$ cat src/rtl/pic8_pkg.sv
package pic8_pkg;
  localparam int NLVL = 8;
  localparam int LW   = $clog2(NLVL);
  localparam int BW   = 8;
  localparam int TBW  = BW - LW;

  typedef enum logic [1:0] {ST_RUN, ST_BASE, ST_CASC, ST_MODE} cfg_st_t;

  // rotate so that element sh lands at index 0 (index 0 = highest priority)
  function automatic logic [NLVL-1:0] rot_dn(input logic [NLVL-1:0] v, input logic [LW-1:0] sh);
    logic [2*NLVL-1:0] d;
    d = {v, v};
    return d[sh +: NLVL];
  endfunction

  // position of first set bit from index 0
  function automatic logic [LW-1:0] first_set(input logic [NLVL-1:0] v);
    logic [LW-1:0] p;
    p = '0;
    for (int i = NLVL - 1; i >= 0; i--)
      if (v[i]) p = LW'(i);
    return p;
  endfunction
endpackage

$ cat src/rtl/pic_req.sv
module pic_req
  import pic8_pkg::*;
(
  input  logic            clk,
  input  logic            rst_n,
  input  logic            lvl_mode,
  input  logic            clr_all,
  input  logic [NLVL-1:0] take_oh,
  input  logic [NLVL-1:0] irq,
  output logic [NLVL-1:0] irr
);
  logic [NLVL-1:0] prev;

  for (genvar g = 0; g < NLVL; g++) begin : g_line
    always_ff @(posedge clk or negedge rst_n) begin
      if (!rst_n) begin
        prev[g] <= 1'b0;
        irr[g]  <= 1'b0;
      end else begin
        prev[g] <= irq[g];
        if (clr_all)       irr[g] <= 1'b0;
        else if (lvl_mode) irr[g] <= irq[g];
        else               irr[g] <= (irr[g] & ~take_oh[g]) | (irq[g] & ~prev[g]);
      end
    end
  end
endmodule

$ cat src/rtl/pic_prio.sv
module pic_prio
  import pic8_pkg::*;
(
  input  logic [NLVL-1:0] irr,
  input  logic [NLVL-1:0] imr,
  input  logic [NLVL-1:0] isr,
  input  logic            smm,
  input  logic [LW-1:0]   low_lvl,
  output logic            win_valid,
  output logic [LW-1:0]   win_lvl,
  output logic            top_valid,
  output logic [LW-1:0]   top_lvl
);
  logic [LW-1:0]   hi;
  logic [NLVL-1:0] req_r, blk_r, isr_r;
  logic [LW-1:0]   rp, bp, tp;

  assign hi    = low_lvl + LW'(1);
  assign req_r = rot_dn(irr & ~imr, hi);
  assign blk_r = rot_dn(smm ? (isr & ~imr) : isr, hi);
  assign isr_r = rot_dn(isr, hi);
  assign rp    = first_set(req_r);
  assign bp    = first_set(blk_r);
  assign tp    = first_set(isr_r);

  assign win_valid = (|req_r) && (!(|blk_r) || (rp < bp));
  assign win_lvl   = rp + hi;
  assign top_valid = |isr_r;
  assign top_lvl   = tp + hi;
endmodule

$ cat src/rtl/pic_cmd.sv
module pic_cmd
  import pic8_pkg::*;
(
  input  logic            clk,
  input  logic            rst_n,
  input  logic            wr_stb,
  input  logic            rd_stb,
  input  logic            a0,
  input  logic [BW-1:0]   din,
  output logic            init_p,
  output logic [TBW-1:0]  base,
  output logic            lvl_mode,
  output logic            aeoi,
  output logic            rot_aeoi,
  output logic [NLVL-1:0] imr,
  output logic            smm,
  output logic            sel_isr,
  output logic            poll_armed,
  output logic            eoi_p,
  output logic            eoi_spec,
  output logic            eoi_rot,
  output logic            prio_p,
  output logic [LW-1:0]   cmd_lvl
);
  cfg_st_t st;
  logic    need_casc, need_mode;
  logic    run_cmd, ocw2, ocw3;

  assign init_p   = wr_stb && !a0 && din[4];
  assign run_cmd  = wr_stb && !a0 && !din[4] && (st == ST_RUN);
  assign ocw2     = run_cmd && !din[3];
  assign ocw3     = run_cmd && din[3];
  assign eoi_p    = ocw2 && din[5];
  assign eoi_spec = din[6];
  assign eoi_rot  = din[7];
  assign prio_p   = ocw2 && (din[7:5] == 3'b110);
  assign cmd_lvl  = din[LW-1:0];

  always_ff @(posedge clk or negedge rst_n) begin
    if (!rst_n) begin
      st <= ST_RUN; base <= '0; lvl_mode <= 1'b0; aeoi <= 1'b0; rot_aeoi <= 1'b0;
      imr <= '0; smm <= 1'b0; sel_isr <= 1'b0; poll_armed <= 1'b0;
      need_casc <= 1'b0; need_mode <= 1'b0;
    end else if (init_p) begin
      st <= ST_BASE; lvl_mode <= din[3]; need_casc <= !din[1]; need_mode <= din[0];
      aeoi <= 1'b0; rot_aeoi <= 1'b0; imr <= '0; smm <= 1'b0; sel_isr <= 1'b0;
      poll_armed <= 1'b0;
    end else begin
      if (rd_stb) poll_armed <= 1'b0;
      if (wr_stb && a0) begin
        unique case (st)
          ST_BASE: begin
            base <= din[BW-1:LW];
            st   <= need_casc ? ST_CASC : (need_mode ? ST_MODE : ST_RUN);
          end
          ST_CASC: st <= need_mode ? ST_MODE : ST_RUN;
          ST_MODE: begin
            aeoi <= din[1];
            st   <= ST_RUN;
          end
          default: imr <= din;
        endcase
      end
      if (ocw2 && din[7:5] == 3'b100) rot_aeoi <= 1'b1;
      if (ocw2 && din[7:5] == 3'b000) rot_aeoi <= 1'b0;
      if (ocw3) begin
        if (din[6])  smm <= din[5];
        if (din[1])  sel_isr <= din[0];
        if (din[2])  poll_armed <= 1'b1;
      end
    end
  end
endmodule

$ cat src/rtl/pic8_ctrl.sv
module pic8_ctrl
  import pic8_pkg::*;
(
  input  logic          clk,
  input  logic          rst_n,
  input  logic          cs_n,
  input  logic          wr_n,
  input  logic          rd_n,
  input  logic          a0,
  input  logic [7:0]    din,
  output logic [7:0]    dout,
  input  logic [7:0]    irq,
  output logic          int_out,
  input  logic          inta_n
);
  logic            wr_stb, rd_stb, ack_stb;
  logic            init_p, lvl_mode, aeoi, rot_aeoi, smm, sel_isr, poll_armed;
  logic            eoi_p, eoi_spec, eoi_rot, prio_p;
  logic [TBW-1:0]  base;
  logic [NLVL-1:0] imr, irr, isr_q, take_oh;
  logic [LW-1:0]   cmd_lvl, low_lvl, win_lvl, top_lvl, eoi_lvl;
  logic            win_valid, top_valid, ack_take, poll_take, take, eoi_hit;

  assign wr_stb    = !cs_n && !wr_n;
  assign rd_stb    = !cs_n && !rd_n;
  assign ack_stb   = !inta_n;
  assign ack_take  = ack_stb && win_valid;
  assign poll_take = rd_stb && poll_armed && win_valid;
  assign take      = ack_take || poll_take;
  assign take_oh   = take ? (NLVL'(1) << win_lvl) : '0;
  assign eoi_lvl   = eoi_spec ? cmd_lvl : top_lvl;
  assign eoi_hit   = eoi_p && (eoi_spec || top_valid);
  assign int_out   = win_valid;

  pic_cmd u_cmd (
    .clk, .rst_n, .wr_stb, .rd_stb, .a0, .din, .init_p, .base, .lvl_mode, .aeoi,
    .rot_aeoi, .imr, .smm, .sel_isr, .poll_armed, .eoi_p, .eoi_spec, .eoi_rot,
    .prio_p, .cmd_lvl
  );

  pic_req u_req (
    .clk, .rst_n, .lvl_mode, .clr_all(init_p), .take_oh, .irq, .irr
  );

  pic_prio u_prio (
    .irr, .imr, .isr(isr_q), .smm, .low_lvl, .win_valid, .win_lvl, .top_valid, .top_lvl
  );

  always_ff @(posedge clk or negedge rst_n) begin
    if (!rst_n) begin
      isr_q   <= '0;
      low_lvl <= LW'(NLVL - 1);
    end else if (init_p) begin
      isr_q   <= '0;
      low_lvl <= LW'(NLVL - 1);
    end else begin
      if (take && !aeoi)                     isr_q[win_lvl] <= 1'b1;
      if (take && aeoi && rot_aeoi)          low_lvl <= win_lvl;
      if (eoi_hit)                           isr_q[eoi_lvl] <= 1'b0;
      if (eoi_hit && eoi_rot)                low_lvl <= eoi_lvl;
      if (prio_p)                            low_lvl <= cmd_lvl;
    end
  end

  always_ff @(posedge clk or negedge rst_n) begin
    if (!rst_n)         dout <= '0;
    else if (ack_stb)   dout <= {base, ack_take ? win_lvl : LW'(NLVL - 1)};
    else if (rd_stb) begin
      if (poll_armed)   dout <= {win_valid, {(BW-LW-1){1'b0}}, win_valid ? win_lvl : LW'(0)};
      else if (a0)      dout <= imr;
      else              dout <= sel_isr ? isr_q : irr;
    end
  end
endmodule

$ cat config.mk
export PLATFORM = sky130hd
export DESIGN_NAME = pic8_ctrl
export DESIGN_NICKNAME = d
export VERILOG_FILES = /design/src/rtl/pic8_pkg.sv /design/src/rtl/pic_req.sv /design/src/rtl/pic_prio.sv /design/src/rtl/pic_cmd.sv /design/src/rtl/pic8_ctrl.sv
export SDC_FILE = /design/constraint.sdc
export NUM_CORES = 1
export LEC_CHECK = 0
export BUFFER_PORTS_ARGS = -buffer_cell sky130_fd_sc_hd__clkbuf_2
export CAP_MARGIN = 10
export CORE_MARGIN = 2
export CORE_UTILIZATION = 62
export DETAILED_ROUTE_END_ITERATION = 8
export HOLD_SLACK_MARGIN = 0.06
export PLACE_DENSITY = 0.92
export SYNTH_ARGS = -nofsm -noshare
export SYNTH_HDL_FRONTEND = slang
export SYNTH_SLANG_ARGS = --single-unit
$ cat constraint.sdc
create_clock -name clk -period 5.8 [get_ports clk]
set_input_delay 1.16 -clock clk [delete_from_list [all_inputs] [get_ports clk]]
set_output_delay 1.16 -clock clk [all_outputs]
set_load 0.005 [all_outputs]
Word level (Yosys, flattened, before mapping). Cells that the tools add are included.

Flip-flop bits (word level): 58. Bits of input ports: 23. Word-level logic and storage cells: 239.

$lt $le $gt $ge: 5. Bitwise gates (word level): 47. Add/subtract/negate cells: 3. Equal/unequal tests: 7. Muxes and demuxes: 86. Reduce and logical (&&, ||, !) cells: 57. Shift-type cells: 4.

Operators by type and width (number): 8-bit 2-to-1 mux (14); 3-bit 2-to-1 mux (31); 16-bit by 4-bit variable part select with 8-bit output (3); 1-bit 2-to-1 mux (34); 8-bit bitwise AND (3); 1-bit logical AND (24); 8-bit OR reduction (3); 1-bit inverter (17); 1-bit bitwise AND (16); 8-bit inverter (2); 1-bit logical NOT (10); 2-bit AND reduction (5); 2-bit nonzero test (5); 3-bit by 4-bit less-than comparator with 1-bit output, second input constant (2); 2-bit 2-to-1 mux (4); 1-bit OR (8); 8-bit OR (1); 4-bit nonzero test (2); 1-bit by 3-bit << shifter with 8-bit output, first input constant (1); 3-bit adder (2); 1-bit demux with 3-bit select (2); 3-bit == test, second input constant (2); 3-bit by 1-bit >= comparator with 1-bit output, second input constant (2); 2-bit case mux with 3 select lines (1); other kinds (11) (15).

Logic depth before layout (Yosys ltp). Gate-level depths: netlist (run 1).

Depth after elaboration: 23. Depth in mapped cells: 23. Gate-level depth less buffers: 18.

Cells and area by module. A second synthesis (run 1) with hierarchy kept.

Cells, all modules: 480. Area, all modules: 4626.9 µm².

By module, submodules not included: pic_prio (cells each 169, times used 1, area each 1426.4 µm²); pic8_ctrl (cells each 165, times used 1, area each 1386.3 µm²); pic_cmd (cells each 96, times used 1, area each 1131.1 µm²); pic_req (cells each 50, times used 1, area each 683.2 µm²).

Least setup slack after synthesis (run 1). Ideal clock, no wire load.

Kind: register to register. From: register low_lvl[0]. To: register isr_q[1]. Stages on the path, launching flop included: 23. Arrival time: 4.315 ns. Period minus slack after synthesis: 4.442 ns. Setup slack: 1.358 ns. Path through: dfstp_2 > ha_1 > buf_4 > buf_4 > buf_4 > buf_2 > buf_1 > mux2i_1 > a21oi_1 > nor2_1 > a221oi_1 > or3_1 > a211o_1 > nand2_1 > ha_1 > inv_1 > fa_1 > xnor2_1 > xnor2_1 > o21ai_2 > or2_2 > o211ai_1 > o21ai_1.

Longest elaborated chain between the ends: 21.

RTL lines: from (decl) (line pic8_ctrl.sv:21) `logic [LW-1:0] cmd_lvl, low_lvl, win_lvl, top_lvl, eoi_lvl;`; from (signal assigned) (line pic8_ctrl.sv:52) `low_lvl <= LW'(NLVL - 1);`; from (signal assigned) (line pic8_ctrl.sv:55) `low_lvl <= LW'(NLVL - 1);`; from (signal assigned) (line pic8_ctrl.sv:58) `if (take && aeoi && rot_aeoi) low_lvl <= win_lvl;`; 3-bit by 1-bit adder with 3-bit output * (line pic_prio.sv:18) `assign hi = low_lvl + LW'(1);`; 16-bit by 4-bit variable part select with 8-bit output (line pic8_pkg.sv:13) `return d[sh +: NLVL];`; 3-bit 2-to-1 mux (8 in a row) (line pic8_pkg.sv:21) `if (v[i]) p = LW'(i);`; 3-bit adder or 3-bit less-than comparator (tied branches) (line pic_prio.sv:27, pic_prio.sv:26); 3-bit by 4-bit less-than comparator with 1-bit output (implied by the code), or another cell as far along (line pic8_ctrl.sv:57) `if (take && !aeoi) isr_q[win_lvl] <= 1'b1;`; 1-bit logical AND (on tied branches) (line pic8_ctrl.sv:57, pic_prio.sv:26); 1-bit 2-to-1 mux (implied by the code), or another cell as far along (line pic8_ctrl.sv:57); 1-bit demux with 3-bit select or 1-bit logical OR (tied branches) (line pic8_ctrl.sv:57, pic8_ctrl.sv:29); 8-bit OR (no source line) or 1-bit logical AND (tied branches); 8-bit 2-to-1 mux (line pic8_ctrl.sv:57); 8-bit 2-to-1 mux (line pic8_ctrl.sv:53) `end else if (init_p) begin`; 8-bit bitwise AND (no source line); 8-bit 2-to-1 mux * (line pic8_ctrl.sv:59) `if (eoi_hit) isr_q[eoi_lvl] <= 1'b0;`; 8-bit 2-to-1 mux * (line pic8_ctrl.sv:53); to (signal assigned) (line pic8_ctrl.sv:54) `isr_q <= '0;`; to (signal, indexed assignment) (line pic8_ctrl.sv:57); to (signal, indexed assignment) (line pic8_ctrl.sv:59); to (decl) (line pic8_ctrl.sv:20) `logic [NLVL-1:0] imr, irr, isr_q, take_oh;`.

Every way passes the cells marked *; elsewhere a longest branch is shown, timed or not. The select of a mux whose other input is x is not followed. A chain may end at the register's enable or synchronous reset.

Final worst setup path (run 1).
From: register low_lvl[0]. To: output int_out.

Longest elaborated chain between the ends: 13.

RTL lines: 3-bit by 1-bit adder with 3-bit output * (line pic_prio.sv:18); 16-bit by 4-bit variable part select with 8-bit output (line pic8_pkg.sv:13); 3-bit 2-to-1 mux (8 in a row) (line pic8_pkg.sv:21); 3-bit less-than comparator (line pic_prio.sv:26) `assign win_valid = (|req_r) && (!(|blk_r) || (rp < bp));`; 1-bit logical OR (line pic_prio.sv:26); 1-bit logical AND * (line pic_prio.sv:26); to (decl) (line pic8_ctrl.sv:13) `output logic int_out,`.

Every way passes the cells marked *; elsewhere a longest branch is shown, timed or not.

==> impl_metrics.ini, run 1 <==
[cts]
clockRootBuffer = clkbuf_8
cts.sinks = 58
clockBufferDepth = 2
cts-buffers-inserted = 9
cts_resized = 0
cts_tree = built
clk_latency_ps = 340
postCtsSetupRepairBufs = 0
cts_hold_buf = 0
htree_num_levels = 3
clk_pin_slew_ps = 70

[critical_path]
arrival_ps = 4290
rrSetupSlack_ps = 910
endpoint_kind = primary output
startpoint_type = register
criticalPathCategory = register to primary output
cp_max_fo = 22
required_ps = 4640

[synthesis]
synth_area_mm2 = 0.00492
synth_top_area_share = 0.280
synth_warnings = 0
yosysUniqueCellTypes = 76
synth_cells = 544
synth_edf_count = 0
synth_top_flop_cell = dfrtp_1
yosys.area.top_type = dfrtp_1
async_reset_ff_frac = 1.00
synth_nets = 574
synth.area.top_cells = dfrtp_1, mux2i_1, mux4_2, nand2_1, nor2_1
avgSynthCellArea_um2 = 9.05
ys_seq_area_frac = 0.296
ys_ff_latch = 58

[min_path]
worstHoldPathType = register to register

[place]
port-buffer-count = 31
gp_congestion = 0.949
placed_area_mm2 = 0.00505
dp_hpwl_um = 9590

[sta]
hold_viol = 0
worst-slew-pin-transition_ps = 1030
period_needed_ps = 5450
max_freq_ghz = 0.183
maxSlewHeadroom = 0.307
timing.setup.tns_ps = 0
clock_skew_ps = 9.64
rsz0062_at_grt = false
timing.final.crit_share = 0.940
final_max_slew_viol_count = 0
finalSetupViolCount = 0

[layout]
antenna_cells = 0
final_cell_area_mm2 = 0.00527
fill_cells = 552
final_common_cell = nand2_1
drive_gt1_frac = 0.182
layout_common_cells = nand2_1, dfrtp_1, nor2_1
register_area_mm2 = 0.00146
multi_input_area_mm2 = 0.00321
area_delta_synth_final_pct = 7.09
layout.nets = 584

[floorplan]
io_pins = 32
die_area_mm2 = 0.00867
die-height_um = 93.1
core_area_mm2 = 0.00773
initial_core_util = 0.637
die_w_um = 93.1
row_count = 32

[global_route]
grt-ovfl-total = 0
grt_pass1_wl_um = 21900
grt_max_degree = 59
antenna_found_initial = 0
grt_pass1_vias = 4552
grt.total_usage = 0.323

[routing]
drt-initial-drc-count = 359
via_per_inst = 7.02
firstDrtPassIters = 7
routed_wl_um = 13200
ant_nets = 0
vias = 4637
drt-wirelength-per-cell_um = 20.0
drc = 0

[job]
maxCapViolations = 0

[status]
status = complete, no violations
==> worst max-delay path, cell delays in order, from the launching register on <==
cell,delay [ps]
dfstp_2,370
ha_1,260
xnor2_2,840
mux4_1,410
mux2i_1,220
nor2_1,90
o31a_1,240
nor4_1,450
ha_1,330
nand2_1,60
nor2_1,60
a21oi_4,400
clkbuf_2,200
==> flip-flops by register name, indices dropped and copies added (netlist names), 2 cells and up <==
| register | count |
|---|---|
| low_lvl | 3 |
| dout | 8 |
| u_req.irr | 8 |
| u_cmd.imr | 8 |
| u_cmd.base | 5 |
| u_req.prev | 8 |
| u_cmd.st | 2 |
| isr_q | 8 |
==> stage by stage <==
step           utilization  hold slack (ps)  worst slack (ps)  std cells
2_1_floorplan            -              463              1360        544
3_3_place_gp         0.654              489               927        645
3_5_place_dp         0.654              498               779        645
4_1_cts              0.682              513               374        661
5_1_grt              0.682              521              70.0        661
6_report             0.682              513               350        661
==> per-layer routing <==
metal / wire (µm) / part of all wire / GRT usage / vias up
met5: 0 / 0 / 0 / -
met2: 6280 / 0.48 / 0.522 / 296
li1: - / - / - / 2070
met3: 1180 / 0.089 / 0.0467 / 65
met1: 5160 / 0.39 / 0.417 / 2206
met4: 588 / 0.045 / 0.186 / 0
==> final cells by class <==
type | count | share of cell area
Clock inverter | 7 | 0.0178
Inverter | 12 | 0.00949
Sequential cell | 58 | 0.276
Timing Repair Buffer | 38 | 0.0394
Multi-Input combinational cell | 435 | 0.610
Clock buffer | 9 | 0.0235
Tap cell | 102 | 0.0242
==> path summary, 6_finish.rpt <==
path | depth (start not counted) | end | start
max | 12 | int_out | low_lvl[0]
min | 1 | u_cmd.base[3] | u_cmd.base[3]
max reg2reg | 19 | isr_q[0] | low_lvl[0]
min reg2reg | 1 | u_cmd.base[3] | u_cmd.base[3]
max in group asynchronous | 2 | isr_q[5] | rst_n
min in group asynchronous | 2 | dout[5] | rst_n
==> Yosys cell counts, types with 4 or more instances <==
library cell,count
buf_4,5
nor4_1,4
o211ai_1,15
dfrtp_1,55
buf_2,7
inv_1,11
o21ai_1,4
mux2i_1,44
nor3b_1,4
a211oi_1,9
nand2_1,60
a21o_1,4
o21ai_0,29
o21a_1,6
xnor2_1,5
or3_1,5
nand3_1,8
ha_1,5
mux2_1,4
nor2_1,51
and2_1,5
buf_6,5
o22ai_1,6
mux4_2,13
a21boi_0,5
a21boi_1,4
clkbuf_1,20
nor3_1,11
mux2_2,12
a22oi_1,11
a21oi_1,31
o221a_1,4
nand2b_1,10
==> kinds of logic after synthesis <==
family	after synthesis	synth area share
flops	58	0.296
xor+xnor	7	0.0155
buf+inv	51	0.0531
simple gates	182	0.181
compound gates	161	0.226
fa+ha+maj	7	0.0208
mux	78	0.208
Power of run 1 is not shown: default switching activity piles up to over one toggle a cycle in this logic, so the estimate is an artifact.
==> run 2: changes to the inputs <==
==> constraint.sdc (replaced) <==
create_clock -name clk -period 5.8 [get_ports clk]
set_input_delay 1.16 -clock clk [delete_from_list [all_inputs] [get_ports clk]]
set_output_delay 1.16 -clock clk [all_outputs]
set_load 0.1 [all_outputs]
==> impl_metrics.ini, run 2 (synthesis gave the netlist of run 1 again) <==
[status]
status = complete, no violations

[min_path]
worstHoldPathType = register to register

[sta]
maxSlewHeadroom = 0.290
timing.final.crit_share = 0.959
max_freq_ghz = 0.180
hold_viol = 0
clock_skew_ps = 13.5
worst-slew-pin-transition_ps = 1060
timing.setup.tns_ps = 0
final_max_slew_viol_count = 0
rsz0062_at_grt = false
period_needed_ps = 5570
finalSetupViolCount = 0

[critical_path]
slowest_stage = xnor2_2
required_ps = 4640
cpLargestDelayFamily = XOR/XNOR gates
criticalPathCategory = register to primary output
critPathMaxStageDelay_ps = 860
startpoint_type = register
cp_max_fo = 22
crit_chain = ha_1, xnor2_2, mux4_1, mux2i_1, nor2_1, o31a_1, nor4_1, ha_1, nand2_1, nor2_1, a21oi_4, buf_12
cp_num_buf_inv = 1
endpoint_kind = primary output
arrival_ps = 4410

[place]
dp_hpwl_um = 9810
port-buffer-count = 31
gp_congestion = 0.931

[layout]
layout_common_cells = nand2_1, dfrtp_1, nor2_1
multi_input_area_mm2 = 0.00321
final_common_cell = nand2_1
fill_cells = 553
register_area_mm2 = 0.00146
drive_gt1_frac = 0.182
antenna_cells = 0
layout.nets = 584
area_delta_synth_final_pct = 7.32

[routing]
routed_wl_um = 13900
drt-wirelength-per-cell_um = 21.0
firstDrtPassIters = 5
via_per_inst = 7.06
drc = 0
drt-initial-drc-count = 390
vias = 4664
ant_nets = 0

[global_route]
grt_pass1_wl_um = 22700
grt-busiest-layer = met2
grt-ovfl-total = 0
antenna_found_initial = 0
met3_usage = 0.0572
grt_pass1_vias = 4510
grt_max_degree = 59
use_met1 = 0.436
grt.total_usage = 0.335
gr-usage-met2 = 0.560

[cts]
cts.sinks = 58
cts-buffers-inserted = 9
clockRootBuffer = clkbuf_8
clockBufferDepth = 2
cts_resized = 0
postCtsSetupRepairBufs = 0
cts_tree = built
htree_num_levels = 3
cts_hold_buf = 0
clk_latency_ps = 340
clk_pin_slew_ps = 60

[floorplan]
die_area_mm2 = 0.00867
initial_core_util = 0.637
row_count = 32
io_pins = 32
core_area_mm2 = 0.00773
die-height_um = 93.1
die_w_um = 93.1

[job]
maxCapViolations = 0
[run 2: cell types whose count changed in the layout (fill, tap and decap cells not counted), sizes merged]
cell / before / now
clkinvlp: 2 / 0
bufinv: 2 / 1
buf: 7 / 8
clkbuf: 40 / 42
[run 2: per-stage QoR]
step | util | std cells | area (µm²) | worst slack (ps) | hold slack (ps)
2_1_floorplan | - | 544 | 4920 | 1240 | 463
4_1_cts | 0.684 | 661 | 5280 | 252 | 512
3_5_place_dp | 0.656 | 645 | 5070 | 652 | 497
3_3_place_gp | 0.656 | 645 | 5070 | 856 | 489
6_report | 0.684 | 661 | 5280 | 235 | 510
5_1_grt | 0.684 | 661 | 5280 | 0.0653 | 538
[run 2: worst paths after layout]
check	start	end	slack, ps	cells after the start
max reg2reg	low_lvl[0]	u_req.irr[0]	930	14
min	u_cmd.base[4]	u_cmd.base[4]	510	1
max	low_lvl[0]	int_out	230	12
min reg2reg	u_cmd.base[4]	u_cmd.base[4]	510	1
min in group asynchronous	rst_n	dout[3]	960	2
max in group asynchronous	rst_n	isr_q[1]	4350	2
[run 2: area by class of cell]
cell class	instances	share of cell area
sequential	58	0.275
timing repair buffer	38	0.0422
multi-input combinational	435	0.608
clock inverter	4	0.00924
inverter	12	0.00947
clock buffer	12	0.0313
tap	102	0.0242
[run 2: routing by layer]
layer | up-vias | part of all wire
li1 | 2071 | -
met1 | 2281 | 0.40
met2 | 258 | 0.49
met3 | 54 | 0.076
met4 | 0 | 0.033
met5 | - | 0
Power of run 2 is left out for the same reason.
